<file path="config.mk">
export PLATFORM = sky130hd
export DESIGN_NAME = pcm_serial_port
export DESIGN_NICKNAME = d
export VERILOG_FILES = /design/src/rtl/pcm_pkg.sv /design/src/rtl/pcm_pin_sync.sv /design/src/rtl/pcm_fs_detect.sv /design/src/rtl/pcm_tx_fsm.sv /design/src/rtl/pcm_rx_fsm.sv /design/src/rtl/pcm_serial_port.sv
export SDC_FILE = /design/constraint.sdc
export NUM_CORES = 1
export LEC_CHECK = 0
export BUFFER_PORTS_ARGS = -buffer_cell sky130_fd_sc_hd__buf_2
export CAP_MARGIN = 30
export CORE_ASPECT_RATIO = 2
export CORE_MARGIN = 4
export CORE_UTILIZATION = 57
export DETAILED_ROUTE_END_ITERATION = 10
export PLACE_DENSITY = 0.8
export SLEW_MARGIN = 20
export SYNTH_ARGS = -nofsm -noshare
export SYNTH_HDL_FRONTEND = slang
export SYNTH_SLANG_ARGS = --single-unit
</file>
<file path="constraint.sdc">
create_clock -name clk -period 2 [get_ports clk]
set_clock_uncertainty 0.15 [all_clocks]
set_input_delay 0.1 -clock clk [delete_from_list [all_inputs] [get_ports clk]]
set_output_delay 0.1 -clock clk [all_outputs]
set_load 0.1 [all_outputs]
</file>
<file path="src/rtl/pcm_pkg.sv">
package pcm_pkg;

    typedef enum logic {
        FS_SHORT,
        FS_LONG
    } fs_mode_e;

    typedef enum logic [1:0] {
        TX_IDLE,
        TX_ARMED,
        TX_SHIFT,
        TX_HOLD
    } tx_state_e;

    typedef enum logic [1:0] {
        RX_IDLE,
        RX_SHIFT,
        RX_PUBLISH
    } rx_state_e;

endpackage

</file>
<file path="src/rtl/pcm_pin_sync.sv">
module pcm_pin_sync #(
    parameter int N      = 6,
    parameter int STAGES = 2
) (
    input  logic         clk,
    input  logic         rst_n,
    input  logic [N-1:0] pins,
    output logic [N-1:0] level
);
    logic [N-1:0] stage_q [STAGES];

    always_ff @(posedge clk or negedge rst_n) begin
        if (!rst_n) stage_q[0] <= '0;
        else        stage_q[0] <= pins;
    end

    for (genvar s = 1; s < STAGES; s++) begin : g_stage
        always_ff @(posedge clk or negedge rst_n) begin
            if (!rst_n) stage_q[s] <= '0;
            else        stage_q[s] <= stage_q[s-1];
        end
    end

    assign level = stage_q[STAGES-1];
endmodule

</file>
<file path="src/rtl/pcm_fs_detect.sv">
module pcm_fs_detect #(
    parameter int LONG_MIN = 3
) (
    input  logic clk,
    input  logic rst_n,
    input  logic fs_level,
    input  logic fs_rise,
    input  logic fs_fall,
    input  logic bclk_fall,
    output logic mode_long
);
    import pcm_pkg::*;

    localparam int CW = $clog2(LONG_MIN + 1);
    localparam logic [CW-1:0] LIM = CW'(LONG_MIN);
    localparam logic [CW-1:0] ONE = CW'(1);

    fs_mode_e      mode_q, mode_d;
    logic [CW-1:0] width_q;

    // Mode register
    always_ff @(posedge clk or negedge rst_n) begin
        if (!rst_n) mode_q <= FS_SHORT;
        else        mode_q <= mode_d;
    end

    // Decision at the end of each transmit sync pulse
    always_comb begin
        mode_d = mode_q;
        if (fs_fall) begin
            unique case (mode_q)
                FS_SHORT: if (width_q >= LIM) mode_d = FS_LONG;
                FS_LONG:  if (width_q == ONE) mode_d = FS_SHORT;
                default:  mode_d = FS_SHORT;
            endcase
        end
    end

    // Counts bit-clock falls seen while sync is high, saturating
    always_ff @(posedge clk or negedge rst_n) begin
        if (!rst_n) begin
            width_q <= '0;
        end else if (fs_rise) begin
            width_q <= bclk_fall ? ONE : '0;
        end else if (fs_level && bclk_fall && width_q != LIM) begin
            width_q <= width_q + 1'b1;
        end
    end

    assign mode_long = (mode_q == FS_LONG);
endmodule

</file>
<file path="src/rtl/pcm_tx_fsm.sv">
module pcm_tx_fsm #(
    parameter int W = 8
) (
    input  logic         clk,
    input  logic         rst_n,
    input  logic         mode_long,
    input  logic         bclk_level,
    input  logic         bclk_rise,
    input  logic         bclk_fall,
    input  logic         fs_level,
    input  logic         fs_rise,
    input  logic         load,
    input  logic [W-1:0] word,
    output logic         dout,
    output logic         oe
);
    import pcm_pkg::*;

    localparam int BCW = $clog2(W + 1);
    localparam logic [BCW-1:0] LAST = BCW'(W);
    localparam logic [BCW-1:0] FIRST = BCW'(1);

    tx_state_e      st_q, st_d;
    logic [W-1:0]   hold_q, shift_q;
    logic [BCW-1:0] sent_q;
    logic           start_now, arm;

    // Long mode: sync rising while the clock is high starts at once.
    // Otherwise wait in ARMED for the next clock rise.
    always_comb begin
        start_now = mode_long && fs_rise && bclk_level;
        arm       = mode_long ? (fs_rise && !bclk_level)
                              : (fs_level && bclk_fall);
    end

    // State register
    always_ff @(posedge clk or negedge rst_n) begin
        if (!rst_n) st_q <= TX_IDLE;
        else        st_q <= st_d;
    end

    // Transitions
    always_comb begin
        st_d = st_q;
        unique case (st_q)
            TX_IDLE: begin
                if (start_now)  st_d = TX_SHIFT;
                else if (arm)   st_d = TX_ARMED;
            end
            TX_ARMED: if (bclk_rise) st_d = TX_SHIFT;
            TX_SHIFT: begin
                if (sent_q == LAST && bclk_fall)
                    st_d = (mode_long && fs_level) ? TX_HOLD : TX_IDLE;
            end
            TX_HOLD:  if (!fs_level) st_d = TX_IDLE;
            default:  st_d = TX_IDLE;
        endcase
    end

    // Holding register, shifter and bit counter
    always_ff @(posedge clk or negedge rst_n) begin
        if (!rst_n) begin
            hold_q  <= '0;
            shift_q <= '0;
            sent_q  <= '0;
        end else begin
            if (load) hold_q <= word;
            if (st_q == TX_IDLE && (start_now || arm)) shift_q <= hold_q;
            if (st_d == TX_SHIFT && st_q != TX_SHIFT) begin
                sent_q <= FIRST;
            end else if (st_q == TX_SHIFT && bclk_rise && sent_q != LAST) begin
                shift_q <= {shift_q[W-2:0], 1'b0};
                sent_q  <= sent_q + 1'b1;
            end
        end
    end

    // Outputs
    always_comb begin
        oe   = (st_q == TX_SHIFT) || (st_q == TX_HOLD);
        dout = oe & shift_q[W-1];
    end
endmodule

</file>
<file path="src/rtl/pcm_rx_fsm.sv">
module pcm_rx_fsm #(
    parameter int W = 8
) (
    input  logic         clk,
    input  logic         rst_n,
    input  logic         mode_long,
    input  logic         bclk_fall,
    input  logic         fs_level,
    input  logic         fs_rise,
    input  logic         din,
    output logic [W-1:0] word,
    output logic         valid
);
    import pcm_pkg::*;

    localparam int CW = $clog2(W);
    localparam logic [CW-1:0] LAST = CW'(W - 1);

    rx_state_e     st_q, st_d;
    logic [W-1:0]  shift_q, word_q;
    logic [CW-1:0] got_q;
    logic          start;

    always_comb start = mode_long ? fs_rise : (fs_level && bclk_fall);

    // State register
    always_ff @(posedge clk or negedge rst_n) begin
        if (!rst_n) st_q <= RX_IDLE;
        else        st_q <= st_d;
    end

    // Transitions
    always_comb begin
        st_d = st_q;
        unique case (st_q)
            RX_IDLE:    if (start) st_d = RX_SHIFT;
            RX_SHIFT:   if (bclk_fall && got_q == LAST) st_d = RX_PUBLISH;
            RX_PUBLISH: st_d = RX_IDLE;
            default:    st_d = RX_IDLE;
        endcase
    end

    // Capture path
    always_ff @(posedge clk or negedge rst_n) begin
        if (!rst_n) begin
            shift_q <= '0;
            word_q  <= '0;
            got_q   <= '0;
        end else begin
            if (st_q == RX_IDLE && start) got_q <= '0;
            if (st_q == RX_SHIFT && bclk_fall) begin
                shift_q <= {shift_q[W-2:0], din};
                got_q   <= got_q + 1'b1;
                if (got_q == LAST) word_q <= {shift_q[W-2:0], din};
            end
        end
    end

    // Outputs
    always_comb begin
        valid = (st_q == RX_PUBLISH);
        word  = word_q;
    end
endmodule

</file>
<file path="src/rtl/pcm_serial_port.sv">
module pcm_serial_port #(
    parameter int WORD_W      = 8,
    parameter int SYNC_STAGES = 2,
    parameter int LONG_MIN    = 3
) (
    input  logic              clk,
    input  logic              rst_n,
    input  logic              sync_mode,
    input  logic              tx_bclk,
    input  logic              tx_fsync,
    input  logic [WORD_W-1:0] tx_word,
    input  logic              tx_load,
    output logic              tx_dout,
    output logic              tx_oe,
    input  logic              rx_bclk,
    input  logic              rx_fsync,
    input  logic              rx_din,
    output logic [WORD_W-1:0] rx_word,
    output logic              rx_valid,
    output logic              frame_long
);
    localparam int I_TXB = 0;
    localparam int I_TXF = 1;
    localparam int I_RXB = 2;
    localparam int I_RXF = 3;
    localparam int I_DIN = 4;
    localparam int I_SM  = 5;
    localparam int NPIN  = 6;
    localparam int NEDGE = 4;

    logic [NPIN-1:0]  raw, lvl;
    logic [NEDGE-1:0] prev_q;
    logic tx_bclk_rise, tx_bclk_fall, tx_fs_rise, tx_fs_fall;
    logic rx_bclk_fall, rx_fs_rise, rx_clk_fall;

    assign raw = {sync_mode, rx_din, rx_fsync, rx_bclk, tx_fsync, tx_bclk};

    pcm_pin_sync #(.N(NPIN), .STAGES(SYNC_STAGES)) u_sync (
        .clk   (clk),
        .rst_n (rst_n),
        .pins  (raw),
        .level (lvl)
    );

    always_ff @(posedge clk or negedge rst_n) begin
        if (!rst_n) prev_q <= '0;
        else        prev_q <= lvl[NEDGE-1:0];
    end

    assign tx_bclk_rise = lvl[I_TXB] & ~prev_q[I_TXB];
    assign tx_bclk_fall = ~lvl[I_TXB] & prev_q[I_TXB];
    assign tx_fs_rise   = lvl[I_TXF] & ~prev_q[I_TXF];
    assign tx_fs_fall   = ~lvl[I_TXF] & prev_q[I_TXF];
    assign rx_bclk_fall = ~lvl[I_RXB] & prev_q[I_RXB];
    assign rx_fs_rise   = lvl[I_RXF] & ~prev_q[I_RXF];
    assign rx_clk_fall  = lvl[I_SM] ? tx_bclk_fall : rx_bclk_fall;

    pcm_fs_detect #(.LONG_MIN(LONG_MIN)) u_mode (
        .clk       (clk),
        .rst_n     (rst_n),
        .fs_level  (lvl[I_TXF]),
        .fs_rise   (tx_fs_rise),
        .fs_fall   (tx_fs_fall),
        .bclk_fall (tx_bclk_fall),
        .mode_long (frame_long)
    );

    pcm_tx_fsm #(.W(WORD_W)) u_tx (
        .clk        (clk),
        .rst_n      (rst_n),
        .mode_long  (frame_long),
        .bclk_level (lvl[I_TXB]),
        .bclk_rise  (tx_bclk_rise),
        .bclk_fall  (tx_bclk_fall),
        .fs_level   (lvl[I_TXF]),
        .fs_rise    (tx_fs_rise),
        .load       (tx_load),
        .word       (tx_word),
        .dout       (tx_dout),
        .oe         (tx_oe)
    );

    pcm_rx_fsm #(.W(WORD_W)) u_rx (
        .clk       (clk),
        .rst_n     (rst_n),
        .mode_long (frame_long),
        .bclk_fall (rx_clk_fall),
        .fs_level  (lvl[I_RXF]),
        .fs_rise   (rx_fs_rise),
        .din       (lvl[I_DIN]),
        .word      (rx_word),
        .valid     (rx_valid)
    );
endmodule

</file>
After elaboration in Yosys (flattened, before gate mapping)
Cells that the tools add are included.
Widths: inputs -> output; s select.
{"block": "totals", "register_bits": 61, "inputBits": 17}
{"block": "classes", "add_sub_neg": 3, "n_lt_le_gt_ge": 1, "n_eq_ne": 14, "n_mux": 26, "n_bitwise": 14, "n_reduce_logical": 25}
{"op": "$mux 8", "n": 3}
{"op": "$mux 2", "n": 10}
{"op": "$logic_and 1x1->1", "n": 15}
{"op": "$eq 2x2->1 const B", "n": 4}
{"op": "$mux 4", "n": 2}
{"op": "$pmux 2 s4", "n": 1}
{"op": "$and 1x1->1", "n": 7}
{"op": "$not 1->1", "n": 7}
{"op": "$eq 2x1->1 const B", "n": 3}
{"op": "$mux 1", "n": 6}
{"op": "$mux 3", "n": 2}
{"op": "$reduce_bool 2->1", "n": 3}
{"op": "$add 4x1->4 const B", "n": 1}
{"op": "$eq 4x4->1 const B", "n": 1}
{"op": "$logic_not 2->1", "n": 2}
{"op": "$ne 2x1->1 const B", "n": 2}
{"op": "$ne 2x2->1 const B", "n": 2}
{"op": "$ne 4x4->1 const B", "n": 1}
{"op": "$pmux 2 s2", "n": 1}
{"op": "$reduce_and 2->1", "n": 2}
{"op": "$add 3x1->3 const B", "n": 1}
{"op": "$eq 3x3->1 const B", "n": 1}
{"op": "$add 2x1->2 const B", "n": 1}
{"op": "$ge 2x2->1 const B", "n": 1}
{"op": "other kinds (3)", "n": 4}

Longest topological paths before layout
Gate-level depths: netlist of run 1.
{"block": "depth", "depth_word": 10, "ltp_mapped": 7}

By module
From an unflattened synthesis of run 1, not the netlist that was laid out.
{"block": "hier_totals", "cells_unflattened": 194, "area_unflattened_um2": 2571.2}
{"module": "pcm_tx_fsm", "instances": 1, "cells_each": 97, "area_per_inst_um2": 1079.8, "seq_area_each_um2": 550.5}
{"module": "pcm_rx_fsm", "instances": 1, "cells_each": 52, "area_per_inst_um2": 814.5, "seq_area_each_um2": 500.5}
{"module": "pcm_pin_sync", "instances": 1, "cells_each": 18, "area_per_inst_um2": 345.3, "seq_area_each_um2": 300.3}
{"module": "pcm_fs_detect", "instances": 1, "cells_each": 16, "area_per_inst_um2": 175.2, "seq_area_each_um2": 75.1}
{"module": "pcm_serial_port", "instances": 1, "cells_each": 11, "area_per_inst_um2": 156.4, "seq_area_each_um2": 100.1}

Worst setup path before layout of run 1
No wires, ideal clock.
{"block": "synth_timing", "path_type": "reg2reg", "startpoint": "register (tool-made name)", "endpoint": "register u_tx.shift_q[1]", "setup_time_ps": 137, "arrival_time_ps": 1959, "required_time_ps": 1713, "setup_slack_ps": -246, "stages_incl_launch_ff": 7, "path_buffers": 2, "period_less_slack_ps": 2246, "cell_sequence": "dfrtp_1 > buf_2 > nor2b_1 > o211a_1 > buf_4 > mux2i_1 > a21oi_1"}
{"element": "end signal: assignment", "line_no": "pcm_tx_fsm.sv:68", "rtl": "if (st_q == TX_IDLE && (start_now || arm)) shift_q <= hold_q;"}
{"element": "end signal: assignment", "line_no": "pcm_tx_fsm.sv:72", "rtl": "shift_q <= {shift_q[W-2:0], 1'b0};"}
{"element": "end: declaration", "line_no": "pcm_tx_fsm.sv:24", "rtl": "logic [W-1:0] hold_q, shift_q;"}

Final worst setup path of run 1
{"block": "layout_timing", "startpoint": "register u_sync.stage_q, in the netlist u_sync.level[2]", "endpoint": "register u_rx.word_q[1] (netlist: u_rx.word[1])"}
{"block": "layout_via", "elab_chain_len": 5}
{"element": "start: declaration", "line_no": "pcm_pin_sync.sv:10", "rtl": "logic [N-1:0] stage_q [STAGES];"}
{"element": "start signal: indexed assignment", "line_no": "pcm_pin_sync.sv:20", "rtl": "else stage_q[s] <= stage_q[s-1];"}
{"element": "$not 1->1", "line_no": "pcm_serial_port.sv:54", "rtl": "assign rx_bclk_fall = ~lvl[I_RXB] & prev_q[I_RXB];"}
{"element": "$and 1x1->1", "line_no": "pcm_serial_port.sv:54"}
{"element": "$mux 1", "line_no": "pcm_serial_port.sv:56", "rtl": "assign rx_clk_fall = lvl[I_SM] ? tx_bclk_fall : rx_bclk_fall;"}
{"element": "$logic_and 1x1->1", "line_no": "pcm_rx_fsm.sv:51", "rtl": "if (st_q == RX_SHIFT && bclk_fall) begin"}
{"element": "$reduce_and 2->1 (no source line)"}
{"element": "end signal: assignment", "line_no": "pcm_rx_fsm.sv:54", "rtl": "if (got_q == LAST) word_q <= {shift_q[W-2:0], din};"}
{"element": "end: declaration", "line_no": "pcm_rx_fsm.sv:20", "rtl": "logic [W-1:0] shift_q, word_q;"}
Every way passes these cells.
A chain may end at the register's enable or synchronous reset.

==> results.py, run 1 <==
metrics = {
    "power": {
        "total_leakage_power_nw": 1.484,
        "vdd_drop_max_uv": 965.3,
        "power_density_mw_per_mm2": 1301,
        "power.total_mw": 4.096,
    },
    "logic_synthesis": {
        "synth_cell_type_count": 46,
        "synth.area.mux_share": 0.1440,
        "synthesis.nets": 221,
        "synth_edf_count": 0,
        "synth_compound_area_frac": 0.08778,
        "synth_cells": 199,
        "synthAdderAreaFrac": 0.02425,
        "ys.flop_type": "dfrtp_1",
        "ys_ff_latch": 61,
        "synth.cell_area_sq_mm": 0.002580,
        "synth-warning-count": 0,
        "synth_xor_area_frac": 0.01018,
        "seq_area_frac_synth": 0.5917,
        "synth-simple-area-share": 0.1164,
        "syn_area_per_cell_sq_um": 12.96,
        "async_flop_share": 1.000,
        "synth_top_family_by_area": "multiplexers",
    },
    "run": {
        "drv_cap": 0,
    },
    "placed_design": {
        "port_buffers": 28,
        "gp_congestion": 0.8146,
        "dp_hpwl_um": 3260,
        "placed_cell_area_sq_mm": 0.002805,
    },
    "detailed_routing": {
        "drt-initial-drc-count": 27,
        "vias": 1675,
        "drc": 0,
        "viasPerCell": 5.403,
        "drt_wl_total_um": 4777,
        "wl_per_cell_um": 15.41,
        "drt_pre_antenna_iters": 4,
        "ant_nets": 0,
    },
    "cells_and_area": {
        "final_layout_size_suffix_gt1_frac": 0.3320,
        "fillers": 311,
        "n_antenna_cell": 0,
        "final_common_cell": "dfrtp_1",
        "multiInputGateArea_sq_um": 989.7,
        "regArea_sq_mm": 0.001528,
        "final_cell_mix": "60 x dfrtp_1, 28 x buf_2, 25 x mux2_2",
        "syn_to_final_growth_pct": 22.02,
        "stdcell_area_sq_mm": 0.003148,
        "nets": 273,
        "utilization": 0.7184,
    },
    "setup_path": {
        "end_kind": "flip-flop",
        "setup.worst_path.start_class": "flip-flop",
        "required_ns": 2.06,
        "critPathLaunch": "u_sync.level[2]",
        "r2r-start": "u_sync.level[2]",
        "path_max_fanout": 9,
        "critical_path_class": "reg -> reg",
        "crit_arrival_ns": 1.93,
    },
    "floorplanning": {
        "die_y_um": 103.1,
        "die-area_sq_mm": 0.005732,
        "die_w_um": 55.57,
        "start_util": 0.5888,
        "core_sq_mm": 0.004382,
        "ios": 29,
        "rows": 34,
    },
    "grt": {
        "grt_pass1_vias": 1794,
        "antenna_found_initial": 0,
        "grt_usage": 0.1914,
        "grt_max_degree": 62,
        "overflow": 0,
        "grt_pass1_wl_um": 8245,
    },
    "clock_network": {
        "clock-root-buffer": "clkbuf_8",
        "cts_buffers": 9,
        "cts_tree": "built",
        "cts.sinks": 61,
        "insertion_delay_ns": 0.33,
        "cts.clk_slew.worst_paths_ns": 0.07,
        "htree_levels": 3,
        "clk_path_buf_depth": 2,
    },
    "timing": {
        "rsz0062_at_grt": "no",
        "finalHoldViolations": 0,
        "max-slew-margin-rel": 0.6744,
        "drv_slew": 0,
        "finalSetupTns_ns": 0,
        "min_period_ns": 1.873,
        "worstMarginPinSlew_ns": 0.4919,
        "fmax_mhz": 533.9,
        "period_share": 0.9365,
        "whs_ns": 0.02995,
        "setup_viol": 0,
    },
    "worst_hold_path": {
        "hp-start": "tx_load",
        "hp-class": "in -> reg",
    },
    "run_status": {
        "status": "completed",
    },
}
-- cells in the mapped netlist (2+ instances only) --
library cell,count,area [sq um]
xor2_1,2,17.52
nand2_1,12,45.04
nand3b_1,3,22.52
buf_4,3,22.52
and2_1,2,12.51
nand2b_1,4,25.02
dfrtp_1,61,1526
o31ai_1,2,15.01
o211ai_1,3,22.52
inv_1,6,22.52
o21ai_0,6,30.03
mux2i_1,9,90.09
o21ai_1,2,10.01
nor2b_1,3,18.77
mux2_2,25,281.5
nor3b_1,2,15.01
ha_1,5,62.56
clkbuf_1,2,7.510
buf_2,2,10.01
nor2_1,12,45.04
a21oi_1,8,40.04
-- registers in the layout (all words and copies together), names as in the netlist, 3 cells and up, named ones only --
name	flops
prev_q	4
u_rx.got_q	3
u_rx.shift_q	7
u_rx.word	8
u_sync.level	6
u_sync.stage_q	6
u_tx.hold_q	8
u_tx.sent_q	4
u_tx.shift_q	8
-- layout make-up --
class,instances,area share
inverters,6,0.007154
multi-input cells,124,0.3144
repair buffers,49,0.1105
flip-flops and latches,61,0.4853
clock buffers,12,0.04610
clock inverters,4,0.01510
well taps,54,0.02146
-- through the flow --
stage | setup WS [ns] | instances
after floorplan | 0.04897 | 199
after global placement | 0.1997 | 279
after detailed placement | 0.1356 | 279
after CTS | 0.1170 | 310
after global routing | 0.02941 | 310
final | 0.1270 | 310
-- metal layers --
metal | GRT usage | share of wire | vias to the layer above
met5 | 0 | 0 | -
met3 | 0.05639 | 0.036 | 10
met2 | 0.3586 | 0.57 | 32
met1 | 0.1931 | 0.37 | 819
met4 | 0.08614 | 0.019 | 0
li1 | - | - | 814
-- cell families (layout without fill, tap and decap cells) --
kind of cell | Yosys count | after routing
flops | 61 | 61
simple gates | 51 | 51
mux | 34 | 34
compound gates | 31 | 31
buf+inv | 14 | 71
fa+ha+maj | 5 | 5
xor+xnor | 3 | 3
-- power by group --
group	switching [mW]	internal, mW	total, mW
clock network	0.451	0.606	1.06
logic	0.800	0.460	1.26
registers	0.247	1.53	1.78
-- repair_timing --
| action | in CTS | in global routing |
|---|---|---|
| setup buffers | 0 | 0 |
| hold buffers | 15 | 0 |
| hold endpoints to repair | 75 | 0 |
| resized for setup | 0 | 0 |
| endpoints found under the setup margin | 0 | 0 |
-- worst paths after layout --
path | end | depth (start not counted) | slack, ns
min | u_tx.hold_q[0] | 2 | 0.03
max in group asynchronous | asynchronous set/reset pin | 3 | 1.29
min reg2reg | u_sync.level[0] | 0 | 0.19
max reg2reg | u_rx.word[1] | 4 | 0.13
min in group asynchronous | u_tx.st_q[0] | 3 | 0.16
max | u_rx.word[1] | 4 | 0.13
-- critical path, stage by stage (launching register included) --
cell,delay [ns]
dfrtp_1,0.39
or3b_4,0.43
a21oi_4,0.33
nand2_4,0.15
mux2_2,0.30
Power figures use the tool's default switching activity.
==> inputs of run 2 (changes only) <==
--- a/config.mk
+++ b/config.mk
@@ -11,7 +11,7 @@
 export CORE_MARGIN = 4
 export CORE_UTILIZATION = 57
 export DETAILED_ROUTE_END_ITERATION = 10
-export PLACE_DENSITY = 0.8
+export PLACE_DENSITY_LB_ADDON = 0.12
 export SLEW_MARGIN = 20
 export SYNTH_ARGS = -nofsm -noshare
 export SYNTH_HDL_FRONTEND = slang
==> run 2 against run 1 <==
  * Core utilization fell by 0.69 points
  * Critical path depth increased by 2
  * Register-to-register slack hardly changed
  * Sequential share of layout area grew 0.47 points
  * Wire length up 2.3%
  * Die area unchanged
  * Critical path type unchanged
==> results.py, run 2 (synthesis gave the netlist of run 1 again) <==
metrics = {
    "detailed_routing": {
        "drt_pre_antenna_iters": 4,
        "drc": 0,
        "wl_per_cell_um": 15.76,
        "drt_wl_total_um": 4885,
        "ant_nets": 0,
        "viasPerCell": 5.484,
        "drt-initial-drc-count": 45,
        "vias": 1700,
    },
    "setup_path": {
        "critical_path_class": "reg -> reg",
        "required_ns": 2.08,
        "crit_chain": "inv_1 > ha_1 > nand3b_1 > or4_4 > and4_4 > nand2b_1",
        "crit_path_top_delay_cell": "or4_4",
        "end_kind": "flip-flop",
        "setup.worst_path.start_class": "flip-flop",
        "crit_arrival_ns": 1.97,
        "cp_top_family": "simple AND/OR/NAND/NOR gates",
        "path_max_fanout": 4,
        "path_buf_inv": 1,
        "slowest_delay_ns": 0.43,
    },
    "clock_network": {
        "cts_setup_buffers": 0,
        "post_cts_resized": 0,
        "htree_levels": 3,
        "cts_tree": "built",
        "cts_buffers": 9,
        "insertion_delay_ns": 0.34,
        "clock-root-buffer": "clkbuf_8",
        "cts.clk_slew.worst_paths_ns": 0.07,
        "cts.sinks": 61,
        "clk_path_buf_depth": 2,
    },
    "timing": {
        "min_period_ns": 1.888,
        "max-slew-margin-rel": 0.6736,
        "worst_slack_ns": 0.1122,
        "fmax_mhz": 529.7,
        "rsz0062_at_grt": "no",
        "setup_viol": 0,
        "whs_ns": 0.008014,
        "finalHoldViolations": 0,
        "worstMarginPinSlew_ns": 0.4929,
        "finalSetupTns_ns": 0,
        "period_share": 0.9439,
        "drv_slew": 0,
    },
    "placed_design": {
        "placed_cell_area_sq_mm": 0.002793,
        "dp_hpwl_um": 3662,
        "gp_congestion": 0.7614,
        "place_ws_ns": 0.1288,
        "port_buffers": 28,
    },
    "cells_and_area": {
        "syn_to_final_growth_pct": 20.85,
        "stdcell_area_sq_mm": 0.003118,
        "utilization": 0.7116,
        "fillers": 321,
        "final_cell_mix": "60 x dfrtp_1, 28 x buf_2, 25 x mux2_2",
        "final_common_cell": "dfrtp_1",
        "multiInputGateArea_sq_um": 989.7,
        "n_antenna_cell": 0,
        "final_layout_size_suffix_gt1_frac": 0.3398,
        "regArea_sq_mm": 0.001528,
        "nets": 273,
    },
    "grt": {
        "grt_usage": 0.1989,
        "overflow": 0,
        "antenna_found_initial": 0,
        "grt_pass1_wl_um": 8535,
        "grt_max_degree": 38,
        "grt_pass1_vias": 1919,
    },
    "power": {
        "vdd_drop_max_uv": 1098,
        "total_leakage_power_nw": 1.469,
        "power_density_mw_per_mm2": 1276,
    },
    "floorplanning": {
        "core_sq_mm": 0.004382,
        "ios": 29,
        "die-area_sq_mm": 0.005732,
        "rows": 34,
        "start_util": 0.5888,
        "die_w_um": 55.57,
        "die_y_um": 103.1,
    },
    "worst_hold_path": {
        "hp-class": "in -> reg",
    },
    "run": {
        "drv_cap": 0,
    },
    "run_status": {
        "status": "completed",
    },
}
-- run 2: final timing paths --
path                                    from                          to  slack [ns]  cells after the start
max                           u_tx.sent_q[1]              u_tx.sent_q[0]        0.11                      6
min                                  tx_load              u_tx.hold_q[5]       0.008                      2
max reg2reg                   u_tx.sent_q[1]              u_tx.sent_q[0]        0.11                      6
min reg2reg                u_sync.stage_q[7]             u_sync.level[1]        0.20                      0
max in group asynchronous              rst_n  asynchronous set/reset pin        1.18                      3
min in group asynchronous              rst_n           u_mode.width_q[1]        0.13                      3
-- run 2: final cells by class --
cell class	instances	share of cell area
Sequential cell	61	0.4900
Multi-Input combinational cell	124	0.3174
Timing Repair Buffer	49	0.1075
Clock buffer	9	0.03973
Tap cell	54	0.02167
Clock inverter	7	0.01645
Inverter	6	0.007223
-- run 2: repair_timing --
action	CTS	global route
hold endpoints to repair	75	0
hold buffers	15	0
endpoints found under the setup margin	0	0
-- run 2: power by group --
group          switching, mW  internal (mW)
clock network          0.496          0.451
registers              0.241           1.53
logic                  0.806          0.452
total                   1.54           2.43
-- run 2: metrics by stage --
| step | std cells | power, mW |
|---|---|---|
| 5_1_grt | 310 | 4.220 |
| 3_3_place_gp | 279 | 2.952 |
| 4_1_cts | 310 | 4.019 |
| 3_5_place_dp | 279 | 3.040 |
| 2_1_floorplan | 199 | 2.769 |
| 6_report | 310 | 3.977 |
-- run 2: layer usage --
| layer | part of all wire | up-vias | global-route usage |
|---|---|---|---|
| li1 | - | 807 | - |
| met3 | 0.041 | 16 | 0.06266 |
| met4 | 0.033 | 0 | 0.1273 |
| met5 | 0 | - | 0 |
| met2 | 0.57 | 36 | 0.3522 |
| met1 | 0.36 | 841 | 0.2000 |
